## src/rtl/ldpc_stop_pkg.sv

```systemverilog
package ldpc_stop_pkg;
  localparam int SHIFT_W = 8;

  // map any shift onto 0..z-1
  function automatic int wrap_shift(input int s, input int z);
    return ((s % z) + z) % z;
  endfunction
endpackage

```

## src/rtl/ldpc_col_combine.sv

```systemverilog
module ldpc_col_combine
  import ldpc_stop_pkg::*;
#(
  parameter int Z   = 8,
  parameter int MB  = 3,
  parameter int KB  = 4,
  parameter int COL = 0,
  parameter logic [MB*KB*SHIFT_W-1:0] SHIFTS = '0
) (
  input  logic [Z-1:0] din,
  output logic [Z-1:0] contrib
);
  logic [Z-1:0] term [MB];

  for (genvar gi = 0; gi < MB; gi++) begin : g_row
    localparam logic signed [SHIFT_W-1:0] ENTRY = SHIFTS[(gi*KB+COL)*SHIFT_W +: SHIFT_W];
    if (ENTRY < 0) begin : g_zero
      assign term[gi] = '0;
    end else begin : g_rot
      localparam int AMT = wrap_shift(int'(ENTRY), Z);
      for (genvar gb = 0; gb < Z; gb++) begin : g_bit
        assign term[gi][gb] = din[(gb + AMT) % Z];
      end
    end
  end

  always_comb begin
    contrib = '0;
    for (int i = 0; i < MB; i++) contrib = contrib ^ term[i];
  end
endmodule

```

## src/rtl/ldpc_syn_acc.sv

```systemverilog
module ldpc_syn_acc #(
  parameter int Z  = 8,
  parameter int KB = 4,
  parameter int CW = 3
) (
  input  logic                 clk,
  input  logic                 rst,
  input  logic                 take,
  input  logic                 is_last,
  input  logic [CW-1:0]        col,
  input  logic [KB-1:0][Z-1:0] contribs,
  input  logic [Z-1:0]         p_word,
  output logic                 final_zero
);
  logic [Z-1:0] acc;
  logic [Z-1:0] sel;

  always_comb begin
    sel = '0;
    for (int j = 0; j < KB; j++)
      if (col == CW'(j)) sel = contribs[j];
  end

  assign final_zero = ((acc ^ p_word) == '0);

  always_ff @(posedge clk) begin
    if (rst)          acc <= '0;
    else if (take) begin
      if (is_last)    acc <= '0;
      else            acc <= acc ^ sel;
    end
  end
endmodule

```

## src/rtl/ldpc_stop_ctrl.sv

```systemverilog
module ldpc_stop_ctrl #(
  parameter int KB = 4,
  parameter int CW = 3
) (
  input  logic          clk,
  input  logic          rst,
  input  logic          in_valid,
  input  logic          in_last,
  input  logic          final_zero,
  output logic          in_ready,
  output logic          take,
  output logic [CW-1:0] col,
  output logic          done,
  output logic          success
);
  localparam logic [CW-1:0] COL_MAX = CW'(KB);

  assign in_ready = !done;
  assign take     = in_valid && in_ready;

  always_ff @(posedge clk) begin
    if (rst) begin
      col     <= '0;
      done    <= 1'b0;
      success <= 1'b0;
    end else begin
      done    <= take && in_last;
      success <= take && in_last && final_zero;
      if (take) begin
        if (in_last)             col <= '0;
        else if (col != COL_MAX) col <= col + 1'b1;
      end
    end
  end
endmodule

```

## src/rtl/ldpc_stop_check.sv

```systemverilog
module ldpc_stop_check
  import ldpc_stop_pkg::*;
#(
  parameter int Z  = 8,
  parameter int KB = 4,
  parameter int MB = 3,
  // row 2: -1 4 6 0 | row 1: 2 -1 7 1 | row 0: 0 3 -1 5  (col 0 at low bits)
  parameter logic [MB*KB*SHIFT_W-1:0] SHIFTS = {
    8'h00, 8'h06, 8'h04, 8'hFF,
    8'h01, 8'h07, 8'hFF, 8'h02,
    8'h05, 8'hFF, 8'h03, 8'h00 }
) (
  input  logic         clk,
  input  logic         rst,
  input  logic         in_valid,
  output logic         in_ready,
  input  logic [Z-1:0] in_data,
  input  logic         in_last,
  output logic         done,
  output logic         success
);
  localparam int CW = $clog2(KB + 1);

  logic [KB-1:0][Z-1:0] contribs;
  logic [CW-1:0]        col;
  logic                 take;
  logic                 final_zero;

  for (genvar gj = 0; gj < KB; gj++) begin : g_col
    ldpc_col_combine #(
      .Z(Z), .MB(MB), .KB(KB), .COL(gj), .SHIFTS(SHIFTS)
    ) u_comb (
      .din    (in_data),
      .contrib(contribs[gj])
    );
  end

  ldpc_syn_acc #(.Z(Z), .KB(KB), .CW(CW)) u_acc (
    .clk       (clk),
    .rst       (rst),
    .take      (take),
    .is_last   (in_last),
    .col       (col),
    .contribs  (contribs),
    .p_word    (in_data),
    .final_zero(final_zero)
  );

  ldpc_stop_ctrl #(.KB(KB), .CW(CW)) u_ctrl (
    .clk       (clk),
    .rst       (rst),
    .in_valid  (in_valid),
    .in_last   (in_last),
    .final_zero(final_zero),
    .in_ready  (in_ready),
    .take      (take),
    .col       (col),
    .done      (done),
    .success   (success)
  );
endmodule

```

## config.mk

```make
export PLATFORM = sky130hd
export DESIGN_NAME = ldpc_stop_check
export DESIGN_NICKNAME = d
export VERILOG_FILES = /design/src/rtl/ldpc_stop_pkg.sv /design/src/rtl/ldpc_col_combine.sv /design/src/rtl/ldpc_syn_acc.sv /design/src/rtl/ldpc_stop_ctrl.sv /design/src/rtl/ldpc_stop_check.sv
export SDC_FILE = /design/constraint.sdc
export NUM_CORES = 1
export LEC_CHECK = 0
export ABC_AREA = 1
export BUFFER_PORTS_ARGS = -buffer_cell sky130_fd_sc_hd__clkbuf_2
export CAP_MARGIN = 40
export CORE_UTILIZATION = 45
export CTS_CLUSTER_DIAMETER = 80
export DETAILED_ROUTE_END_ITERATION = 6
export SLEW_MARGIN = 40
export SYNTH_ARGS = -nofsm -noshare
export SYNTH_HDL_FRONTEND = slang
export SYNTH_SLANG_ARGS = --single-unit
```

## constraint.sdc

```tcl
create_clock -name clk -period 1.92 [get_ports clk]
set_input_delay 0.288 -clock clk [delete_from_list [all_inputs] [get_ports clk]]
set_output_delay 0.288 -clock clk [all_outputs]
set_load 0.01 [all_outputs]
```

# Word-level counts from Yosys, hierarchy flattened
# Cells that the tools add are included.
# totals
output_inout_bits	3
word_cells	31
regBits	13
# classes
n_eq_ne	4
bitwise_logic	7
add_sub_neg	1
reduce_logical	8
mux	7
# ops
cell	count
8-bit bitwise XOR	7
8-bit 2-to-1 mux	5
8-bit zero test	1
3-bit by 2-bit == test with 1-bit output (second input constant)	2
3-bit 2-to-1 mux	2
3-bit by 1-bit adder with 3-bit output (second input constant)	1
3-bit by 1-bit == test with 1-bit output (second input constant)	1
1-bit logical AND	3
3-bit zero test	1
3-bit inequality test (second input constant)	1
2-bit AND reduction	1
2-bit nonzero test	1
1-bit zero test	1

# Depth between registers and ports, before layout
# logic_depth
depth_word	7
depth_mapped	11
ltp_nobuf	11

# Hierarchy
# A second synthesis with hierarchy kept.
# hier_totals
cells_unflattened	311
area_unflattened_um2	1644.1
# by_module_without_submodules
mod	area_each_um2	cells_per_inst	seq_area_each_um2	n_inst
ldpc_syn_acc	807.0	128	160.2	1
ldpc_col_combine at g_col[0].u_comb ...	120.1	32	0.0	3
ldpc_stop_ctrl	276.5	39	100.1	1
ldpc_col_combine at g_col[3].u_comb	200.2	48	0.0	1

# Worst setup path after synthesis
# Ideal clock, no wire load.
# synth_timing
kind	reg2reg
startpoint	register u_ctrl.col[0]
endpoint	register u_acc.acc[2]
setup_slack_ps	416
setup_time_ps	115
period_less_slack_ps	1504
stages_incl_launch_ff	10
path_buffers	2
required_ps	1805
arrival_ps	1389
cell_sequence	dfxtp_1 -> ha_1 -> ha_1 -> clkbuf_1 -> buf_2 -> nand3_1 -> nand2_1 -> inv_2 -> a21oi_1 -> nor2_1
# synth_between
elab_chain_cells	7
word_cells_on_any_way	10
# synth_rtl
element	line	source
start: declaration	ldpc_stop_ctrl.sv:12	output logic [CW-1:0] col,
start signal: assignment	ldpc_stop_ctrl.sv:31	else if (col != COL_MAX) col <= col + 1'b1;
3-bit zero test	ldpc_syn_acc.sv:21	if (col == CW'(j)) sel = contribs[j];
8-bit 2-to-1 mux (3 in series)	ldpc_syn_acc.sv:21	
8-bit 2-to-1 mux *	ldpc_syn_acc.sv:21	
8-bit bitwise XOR *	ldpc_syn_acc.sv:30	else acc <= acc ^ sel;
8-bit 2-to-1 mux *	ldpc_syn_acc.sv:29	if (is_last) acc <= '0;
end signal: assignment	ldpc_syn_acc.sv:30	
end: declaration	ldpc_syn_acc.sv:15	logic [Z-1:0] acc;
# Mark *: on every way between the ends. The rest lies on a longest branch, timed or not.
# A chain may end at the register's enable or synchronous reset.

# Worst setup path in the final report
# Ends and elaborated chain as after synthesis.

==> results.toml <==
[final_layout]
fin_cells = 301
num_antenna_cells = 0
utilization_pct = 51.8
layout_common_cells = "126 x nand2_1, 31 x nand3_1, 24 x inv_1"
layout_commonest_cell = "nand2_1"
syn_to_final_growth_pct = 6.26
drive_gt1_share_pct = 8.52
finalNetCount = 288

[placed_design]
place_inst = 297
port_buffers = 14
dp_hpwl_microns = 2820
gp_congestion = 0.936

[job]
max-cap-violations = 0

[timing]
finalHoldViolCount = 0
hold_slack_ns = 0.204
final-setup-viol-count = 0
worst_pin_slew_ns = 0.536
timing.final.crit_share_pct = 85.7
slew_headroom_pct = 64.3
grt_setup_unrepaired = "no"
setup_tns_ns = 0
finClkSkew_ns = 0.00113
min_period_ns = 1.65
timing.fmax_mhz = 607
drv_slew = 0

[cts]
numCtsBuffers = 3
post_cts_resized = 0
cts_buffer_depth = 2
cts-root-buf = "clkbuf_4"
htree_levels = 1
cts_sinks = 13
cts.clk_slew.worst_paths_ns = 0.08
clkLatencyLatePin_ns = 0.28
tritoncts = "yes"
cts_setup_buffers = 0
hold_buffers = 0

[critical_path]
crit_type = "reg -> reg"
r2r-end = "u_acc.acc[2]$_SDFFE_PP0P_"
endpoint_kind = "register"
cp_data_required_time_ns = 2.09
cp_max_fo = 16
crit_arrival_ns = 1.82
start_kind = "register"
rrSetupSlack_ns = 0.27
rr_worst_depth = 7
timing.rr.start = "u_ctrl.col[0]$_SDFFE_PP0P_"

[synth]
postSynthNetCount = 277
synthCells = 260
synth-seq-area-share_pct = 18.9
yosysUniqueCellTypes = 19
ys_seq_elements = 13
netlist_area_sq_um = 1380
yosys_warnings = 0
synth_area_per_cell_sq_um = 5.30

[route]
routedWlPerCell_microns = 12.1
route.met2.wl_microns = 1560
top_layer = "met4"
drtIter0Drc = 114
wl_met1_microns = 1840
dr.pass1.iters = 4
dr_wl_met3_microns = 206
vias = 1524
antenna_left = 0
vias_per_cell = 5.06
drc = 0
routed_wl_microns = 3640

[global_route]
grt_pass1_vias = 1281
grt_start_max_net_pins = 17
grt_overflow = 0
antenna_found_initial = 0
grt_pass1_wl_microns = 6170
grtUsageTotal_pct = 24.3

[min_path]
hold_end = "u_ctrl.col[2]$_SDFFE_PP0P_"
min_from = "rst"
hold_depth = 2
hp-class = "in -> reg"

[die]
core_area_sq_um = 2830
die_w_microns = 57.4
die_height_microns = 57.4
die-area_sq_um = 3290
std_cell_rows = 19
io_pins = 15
start_util_pct = 48.7

[pwr]
power.leakage_nw = 0.827
p_per_area_nw_per_um2 = 510
vdd_drop_max_uv = 337
p_total_mw = 0.747

[status]
status = "finished clean"
logic make-up after synthesis:
kind of cell / share of synthesized area [%]
and+or+nand+nor: 51.0
DFF: 18.9
buffers and inverters: 12.0
xor gates and xnor gates: 5.08
AOI/OAI and AO/OA: 8.53
adders and majority gates: 4.54
registers in the layout, summed over array words and instances, names as in the netlist:
| name | cells |
|---|---|
| u_ctrl.success | 1 |
| u_ctrl.done | 1 |
| u_acc.acc | 8 |
| u_ctrl.col | 3 |
area by class of cell:
type | count | area, sq um
clock buffers | 4 | 26.3
multi-input cells | 210 | 953
repair buffers | 16 | 85.1
flip-flops and latches | 13 | 260
fillers | 313 | 1360
well taps | 31 | 38.8
inverters | 27 | 101
worst max-delay path: stages, from the launching register on:
cell and delay (ns):
dfxtp_1 0.40, ha_1 0.17, ha_1 0.49, nand3_1 0.16, nand2_1 0.10, inv_2 0.04, a21oi_1 0.12, nor2_1 0.06
cells in the mapped netlist:
master | number | area share (%)
xnor2_1 | 6 | 3.8
nor2_2 | 2 | 0.91
ha_1 | 5 | 4.5
clkbuf_1 | 1 | 0.27
nand4_1 | 2 | 0.91
dfxtp_1 | 13 | 19
nor3_1 | 1 | 0.36
nand2_1 | 126 | 34
a21oi_1 | 21 | 7.6
o21ai_0 | 1 | 0.36
nand3_1 | 31 | 11
buf_2 | 3 | 1.1
buf_4 | 6 | 3.3
o21a_1 | 1 | 0.54
nor2_1 | 12 | 3.3
clkinv_1 | 1 | 0.27
inv_1 | 24 | 6.5
xor2_1 | 2 | 1.3
inv_2 | 2 | 0.54
where the power goes:
| group | switching, mW | internal, mW |
|---|---|---|
| Sequential | 0.0140 | 0.285 |
| Combinational | 0.183 | 0.0943 |
| Clock | 0.0898 | 0.0806 |
metal layers:
layer	vias to the layer above	global-route usage, %
met1	639	35.8
met3	5	2.04
met2	50	38.2
met5	-	0
li1	830	-
met4	0	6.27
through the flow:
step / setup slack [ns] / instance area, sq um
after floorplan: 0.416 / 1380
after global placement: 0.304 / 1440
after detailed placement: 0.295 / 1440
after CTS: 0.284 / 1470
after global routing: 0.0427 / 1470
final: 0.274 / 1470
worst max-delay path by stage:
stage	start	endpoint	slack (ns)	depth (start not counted)
floorplan	u_ctrl.col[0]$_SDFFE_PP0P_	u_acc.acc[2]$_SDFFE_PP0P_	0.42	9
global placement	u_ctrl.col[0]$_SDFFE_PP0P_	u_acc.acc[1]$_SDFFE_PP0P_	0.30	7
detailed placement	u_ctrl.col[0]$_SDFFE_PP0P_	u_acc.acc[2]$_SDFFE_PP0P_	0.30	7
CTS	u_ctrl.col[0]$_SDFFE_PP0P_	u_acc.acc[2]$_SDFFE_PP0P_	0.28	7
global route	u_ctrl.col[0]$_SDFFE_PP0P_	u_acc.acc[0]$_SDFFE_PP0P_	0.04	8
finish	u_ctrl.col[0]$_SDFFE_PP0P_	u_acc.acc[2]$_SDFFE_PP0P_	0.27	7
Power figures use the tool's default switching activity.
